$ cat src/rtl/dma_pkg.sv
package dma_pkg;
  localparam logic [1:0] REG_ADDR = 2'd0;
  localparam logic [1:0] REG_CNT  = 2'd1;
  localparam logic [1:0] REG_CTRL = 2'd2;

  localparam int unsigned CTRL_GO  = 0;
  localparam int unsigned CTRL_DIR = 1;
  localparam int unsigned CTRL_ACK = 2;

  localparam int unsigned STAT_BUSY = 0;
  localparam int unsigned STAT_IRQ  = 1;
  localparam int unsigned STAT_DIR  = 2;

  typedef enum logic [2:0] {
    S_IDLE,
    S_DEV_RD,
    S_MEM_WR,
    S_MEM_RD,
    S_MEM_WAIT,
    S_DEV_WR
  } eng_state_e;
endpackage

$ cat src/rtl/dma_preset_cnt.sv
module dma_preset_cnt #(
  parameter int unsigned W        = 8,
  parameter bit          COUNT_UP = 1'b1
) (
  input  logic         clk_i,
  input  logic         rst_ni,
  input  logic         load_i,
  input  logic [W-1:0] load_val_i,
  input  logic         step_i,
  output logic [W-1:0] q_o
);
  logic [W-1:0] q_q;
  logic [W-1:0] q_step;

  generate
    if (COUNT_UP) begin : g_up
      assign q_step = q_q + 1'b1;
    end else begin : g_down
      assign q_step = q_q - 1'b1;
    end
  endgenerate

  always_ff @(posedge clk_i or negedge rst_ni) begin
    if (!rst_ni)     q_q <= '0;
    else if (load_i) q_q <= load_val_i;
    else if (step_i) q_q <= q_step;
  end

  assign q_o = q_q;
endmodule

$ cat src/rtl/dma_engine.sv
module dma_engine
  import dma_pkg::*;
#(
  parameter int unsigned DW = 16
) (
  input  logic          clk_i,
  input  logic          rst_ni,
  input  logic          start_i,
  input  logic          dir_out_i,
  input  logic          last_word_i,
  input  logic          bus_gnt_i,
  input  logic [DW-1:0] mem_rdata_i,
  input  logic          io_rdy_i,
  input  logic [DW-1:0] io_data_i,
  output logic          busy_o,
  output logic          step_o,
  output logic          done_o,
  output logic          mem_en_o,
  output logic          mem_we_o,
  output logic          io_rd_o,
  output logic          io_wr_o,
  output logic [DW-1:0] buf_o
);
  eng_state_e state_q, state_d;
  logic [DW-1:0] buf_q;

  always_comb begin
    state_d  = state_q;
    step_o   = 1'b0;
    mem_en_o = 1'b0;
    mem_we_o = 1'b0;
    io_rd_o  = 1'b0;
    io_wr_o  = 1'b0;
    unique case (state_q)
      S_IDLE: if (start_i) state_d = dir_out_i ? S_MEM_RD : S_DEV_RD;
      S_DEV_RD: begin
        io_rd_o = 1'b1;
        if (io_rdy_i) state_d = S_MEM_WR;
      end
      S_MEM_WR: begin
        mem_en_o = bus_gnt_i;
        mem_we_o = bus_gnt_i;
        if (bus_gnt_i) begin
          step_o  = 1'b1;
          state_d = last_word_i ? S_IDLE : S_DEV_RD;
        end
      end
      S_MEM_RD: begin
        mem_en_o = bus_gnt_i;
        if (bus_gnt_i) state_d = S_MEM_WAIT;
      end
      S_MEM_WAIT: state_d = S_DEV_WR;
      S_DEV_WR: begin
        io_wr_o = 1'b1;
        if (io_rdy_i) begin
          step_o  = 1'b1;
          state_d = last_word_i ? S_IDLE : S_MEM_RD;
        end
      end
      default: state_d = S_IDLE;
    endcase
  end

  always_ff @(posedge clk_i or negedge rst_ni) begin
    if (!rst_ni) begin
      state_q <= S_IDLE;
      buf_q   <= '0;
    end else begin
      state_q <= state_d;
      if (state_q == S_DEV_RD && io_rdy_i) buf_q <= io_data_i;
      else if (state_q == S_MEM_WAIT)      buf_q <= mem_rdata_i;
    end
  end

  assign busy_o = (state_q != S_IDLE);
  assign done_o = step_o && last_word_i;
  assign buf_o  = buf_q;
endmodule

$ cat src/rtl/dma_ctrl.sv
module dma_ctrl
  import dma_pkg::*;
#(
  parameter int unsigned DW = 16,
  parameter int unsigned AW = 8
) (
  input  logic          clk_i,
  input  logic          rst_ni,
  input  logic          cpu_we_i,
  input  logic          cpu_re_i,
  input  logic [1:0]    cpu_addr_i,
  input  logic [DW-1:0] cpu_wdata_i,
  output logic [DW-1:0] cpu_rdata_o,
  output logic          bus_req_o,
  input  logic          bus_gnt_i,
  output logic          mem_en_o,
  output logic          mem_we_o,
  output logic [AW-1:0] mem_addr_o,
  output logic [DW-1:0] mem_wdata_o,
  input  logic [DW-1:0] mem_rdata_i,
  output logic          io_rd_o,
  output logic          io_wr_o,
  input  logic          io_rdy_i,
  input  logic [DW-1:0] io_data_i,
  output logic [DW-1:0] io_data_o,
  output logic          irq_o
);
  logic [AW-1:0] addr_q;
  logic [DW-1:0] cnt_q;
  logic [DW-1:0] buf_w;
  logic busy, step, done;
  logic wr_addr, wr_cnt, wr_ctrl, go, cnt_zero, start, zero_go;
  logic irq_set, irq_clr, irq_q, dir_q;

  assign wr_addr  = cpu_we_i && cpu_addr_i == REG_ADDR && !busy;
  assign wr_cnt   = cpu_we_i && cpu_addr_i == REG_CNT  && !busy;
  assign wr_ctrl  = cpu_we_i && cpu_addr_i == REG_CTRL;
  assign go       = wr_ctrl && cpu_wdata_i[CTRL_GO] && !busy;
  assign cnt_zero = (cnt_q == '0);
  assign start    = go && !cnt_zero;
  assign zero_go  = go && cnt_zero;

  dma_preset_cnt #(.W(AW), .COUNT_UP(1'b1)) i_addr_cnt (
    .clk_i      (clk_i),
    .rst_ni     (rst_ni),
    .load_i     (wr_addr),
    .load_val_i (cpu_wdata_i[AW-1:0]),
    .step_i     (step),
    .q_o        (addr_q)
  );

  dma_preset_cnt #(.W(DW), .COUNT_UP(1'b0)) i_word_cnt (
    .clk_i      (clk_i),
    .rst_ni     (rst_ni),
    .load_i     (wr_cnt),
    .load_val_i (cpu_wdata_i),
    .step_i     (step),
    .q_o        (cnt_q)
  );

  dma_engine #(.DW(DW)) i_engine (
    .clk_i       (clk_i),
    .rst_ni      (rst_ni),
    .start_i     (start),
    .dir_out_i   (cpu_wdata_i[CTRL_DIR]),
    .last_word_i (cnt_q == DW'(1)),
    .bus_gnt_i   (bus_gnt_i),
    .mem_rdata_i (mem_rdata_i),
    .io_rdy_i    (io_rdy_i),
    .io_data_i   (io_data_i),
    .busy_o      (busy),
    .step_o      (step),
    .done_o      (done),
    .mem_en_o    (mem_en_o),
    .mem_we_o    (mem_we_o),
    .io_rd_o     (io_rd_o),
    .io_wr_o     (io_wr_o),
    .buf_o       (buf_w)
  );

  assign irq_set = done || zero_go;
  assign irq_clr = (wr_ctrl && cpu_wdata_i[CTRL_ACK]) ||
                   (cpu_re_i && cpu_addr_i == REG_CTRL);

  always_ff @(posedge clk_i or negedge rst_ni) begin
    if (!rst_ni) begin
      irq_q <= 1'b0;
      dir_q <= 1'b0;
    end else begin
      if (irq_set)      irq_q <= 1'b1;
      else if (irq_clr) irq_q <= 1'b0;
      if (go)           dir_q <= cpu_wdata_i[CTRL_DIR];
    end
  end

  always_comb begin
    cpu_rdata_o = '0;
    unique case (cpu_addr_i)
      REG_ADDR: cpu_rdata_o = DW'(addr_q);
      REG_CNT:  cpu_rdata_o = cnt_q;
      REG_CTRL: begin
        cpu_rdata_o[STAT_BUSY] = busy;
        cpu_rdata_o[STAT_IRQ]  = irq_q;
        cpu_rdata_o[STAT_DIR]  = dir_q;
      end
      default:  cpu_rdata_o = '0;
    endcase
  end

  assign bus_req_o   = busy;
  assign mem_addr_o  = addr_q;
  assign mem_wdata_o = buf_w;
  assign io_data_o   = buf_w;
  assign irq_o       = irq_q;
endmodule

$ cat config.mk
export PLATFORM = sky130hd
export DESIGN_NAME = dma_ctrl
export DESIGN_NICKNAME = d
export VERILOG_FILES = /design/src/rtl/dma_pkg.sv /design/src/rtl/dma_preset_cnt.sv /design/src/rtl/dma_engine.sv /design/src/rtl/dma_ctrl.sv
export SDC_FILE = /design/constraint.sdc
export NUM_CORES = 1
export LEC_CHECK = 0
export BUFFER_PORTS_ARGS = -buffer_cell sky130_fd_sc_hd__buf_4
export CAP_MARGIN = 20
export CORE_ASPECT_RATIO = 1.75
export CORE_MARGIN = 3
export CORE_UTILIZATION = 53
export CTS_CLUSTER_DIAMETER = 120
export CTS_CLUSTER_SIZE = 24
export DETAILED_ROUTE_END_ITERATION = 7
export PLACE_DENSITY = 0.87
export SETUP_SLACK_MARGIN = 0.3
export SYNTH_ARGS = -nofsm -noshare
export SYNTH_HDL_FRONTEND = slang
export SYNTH_SLANG_ARGS = --single-unit
$ cat constraint.sdc
create_clock -name clk_i -period 4.3 [get_ports clk_i]
set_clock_uncertainty 0.2 [all_clocks]
set_input_delay 0.43 -clock clk_i [delete_from_list [all_inputs] [get_ports clk_i]]
set_output_delay 0.43 -clock clk_i [all_outputs]
set_load 0.01 [all_outputs]
==> run summary <==
critical path class - reg -> reg
#FFs+latches synth - 45
Power Dens Cells - 646 mW/mm2
met1 usage - 29.9%
post-synthesis cell type count - 55
Setup TNS - 0 ns
post-CTS sizing - 0
Peak Freq - 0.360 GHz
DIE HEIGHT - 104 um
post-route ant nets - 0
Setup WS pre-CTS - 1.59 ns
slowest CP cell - or2_1
Post-Synthesis Cells - 320
top cells by count, synth - dfrtp_1 (45), nand2_1 (36), o21ai_0 (30), mux2i_1 (28), nor2_1 (23)
clk slew on worst S/H paths - 0.09 ns
P&R area growth vs syn - 29.2%
number of global-route vias before repair - 2824
Worst Setup Start Kind - flip-flop
CP Capture Type - flip-flop
Slew Limit Fails - 0
final net count - 466
GR Layer Usage met2 - 45.1%
HP Class - in -> reg
endpoints failing setup - 0
Final Hold Vio Count - 0
Final period util - 64.5%
LEAKAGE - 1.69 nW
Congestion Overflow GR - 0
RSZ-0062 raised after global routing - false
worst-path fanout max - 19
Syn. warnings - 0
Yosys top cell area share - 38.5%
initial DRC count - 225
Crit path largest cell delay - 0.68 ns
core area - 0.00530 mm2
filler instances - 437
Post-synth EDFFs - 0
asr flop ratio synth - 100%
Antenna Cells - 0
largest net degree at the start of global routing - 46
dpl cells - 473
CTS tree - built
cts bufs inserted - 5
Longest Clk Path Bufs - 2
ranking of synthesized cells by area - dfrtp_1 (38%), mux2i_1 (9.6%), o21ai_0 (5.1%)
Initial Utilization - 55.2%
busiest metal layer after global routing - met2
row count - 35
setup repair bufs after CTS - 0
Slew headroom - 29.0%
DR vias/cell - 5.99
Root Buffer - clkbuf_8
drt wl/cell - 17.5 um
Worst Path Required - 4.29 ns
Port Buf Inserts - 117
maxcap violations - 0
Die Wd - 62.2 um
synthesized netlist net count - 379
crit path DAT - 2.77 ns
worst-margin pin slew - 1.06 ns
die area - 0.00648 mm2
Syn Area/Cell - 9.15 um2
largest area contributor in the synthesized netlist - dfrtp_1
Final Instance Count excl. Fillers - 482
routability congestion estimate - 0.932
grt met3 use - 7.14%
Seq/Total Area, Yosys - 38.5%
global-route wire length before repair - 13900 um
DPL Wire Length - 6360 um
crit path cell chain - and4bb_1, or2_1, mux2_1, a221o_1
peak supply drop - 0.376 mV
Worst-Skew Late Latency - 0.31 ns
Via Count - 2887
drt total wl - 8440 um
detailed-router iteration count before antenna repair - 5
count leader, synth - dfrtp_1
synthesized area - 0.00293 mm2
H-tree Lvls - 2
Synth Flop Type - dfrtp_1
I/O pins - 118
Total GRT Usage - 26.4%
initial antenna violation count - 0
Tmin final - 2.77 ns
PnR worst setup slack - 1.53 ns
clock sink total - 45
layout cells sized above 1 - 34.1%
status - completed
# DRC - 0
-- per-stage QoR --
step / total power [W] / hold WS (ns) / utilization [%] / area [um2]
2_1_floorplan: 0.00169 / -0.0656 / - / 2930
3_3_place_gp: 0.00212 / 0.265 / 69.3 / 3670
3_5_place_dp: 0.00216 / 0.271 / 69.3 / 3670
4_1_cts: 0.00244 / 0.115 / 71.3 / 3780
5_1_grt: 0.00261 / 0.127 / 71.3 / 3780
6_report: 0.00244 / 0.120 / 71.3 / 3780
-- where the power goes --
| part | total [W] | leakage, nW | switching, W | internal [W] |
|---|---|---|---|---|
| combinational | 0.00124 | 1.07 | 0.000614 | 0.000627 |
| clock | 0.000280 | 0.0512 | 0.000150 | 0.000130 |
| sequential | 0.000922 | 0.560 | 0.000300 | 0.000621 |
-- cell type report --
cell class	instances	area [um2]	share of cell area, %
clock buffers	6	82.6	2.18
multi-input cells	230	1550	40.9
repair buffers	119	896	23.7
inverters	6	22.5	0.596
flip-flops and latches	45	1130	29.8
clock inverters	2	13.8	0.364
well taps	74	92.6	2.45
-- kinds of logic after synthesis --
group	after synthesis	share of synthesized area [%]
AO/OA/AOI/OAI	74	17.6
flip-flops	45	38.5
buffers and inverters	45	8.94
AND/OR/NAND/NOR	120	22.4
multiplexers	30	10.3
XOR/XNOR	3	0.898
adder cells (fa/ha/maj)	3	1.28
-- sequential cells by signal, summed over array words and instances, names as in the netlist --
signal,flops
i_engine.state_q,3
i_addr_cnt.q_o,8
i_engine.buf_o,16
dir_q,1
i_word_cnt.q_o,16
irq_o,1
-- cell usage in the layout (no fill, tap or decap), types with 2 or more instances in the layout --
cell / n
nor3_2: 2
ha_1: 3
nand4_1: 2
or4_1: 4
dfrtp_1: 45
xor2_1: 3
and4b_1: 2
o22ai_1: 2
o211ai_1: 10
o31ai_1: 2
clkbuf_8: 6
a221o_1: 9
a21oi_1: 3
nor2b_1: 2
nand2_1: 36
mux2i_1: 28
nand3_1: 11
nor3b_1: 2
a32oi_1: 3
inv_1: 6
or3_1: 2
nor3_1: 6
o21ai_0: 30
buf_4: 118
nor2_1: 23
a22o_1: 2
and3_1: 3
or4_4: 2
nor4_1: 6
and2_1: 9
-- path summary, 6_finish.rpt --
kind	depth (start not counted)	startpoint	slack (ns)	end
worst max-delay path	4	i_engine.state_q[0]$_DFFE_PN0P_	1.53	i_addr_cnt.q_o[5]$_DFFE_PN0P_
worst min-delay path	3	io_data_i[10]	0.12	i_engine.buf_o[10]$_DFFE_PN0P_
worst max register to register	4	i_engine.state_q[0]$_DFFE_PN0P_	1.53	i_addr_cnt.q_o[5]$_DFFE_PN0P_
worst min register to register	1	dir_q$_DFFE_PN0P_	0.33	dir_q$_DFFE_PN0P_
max in group asynchronous	2	rst_ni	3.03	i_word_cnt.q_o[15]$_DFFE_PN0P_
min in group asynchronous	2	rst_ni	0.46	i_engine.state_q[1]$_DFFE_PN0P_
-- worst max-delay path: cells and delay by family, from the launching register on --
family          cells  cell delay [ns]
simple gates        2             1.26
compound gates      1             0.30
flops               1             0.51
mux                 1             0.38
-- per-layer routing --
metal	up-vias	share of wire [%]
met4	0	3.8
met2	195	51
met1	1332	36
met3	27	9.7
met5	-	0
li1	1333	-
-- timing repair --
| item | in CTS | in global routing |
|---|---|---|
| hold buffers | 1 | 0 |
| setup endpoints to repair | 0 | 0 |
| endpoints found under the hold margin | 45 | 0 |
No activity file was read; power rests on OpenSTA's default activity.
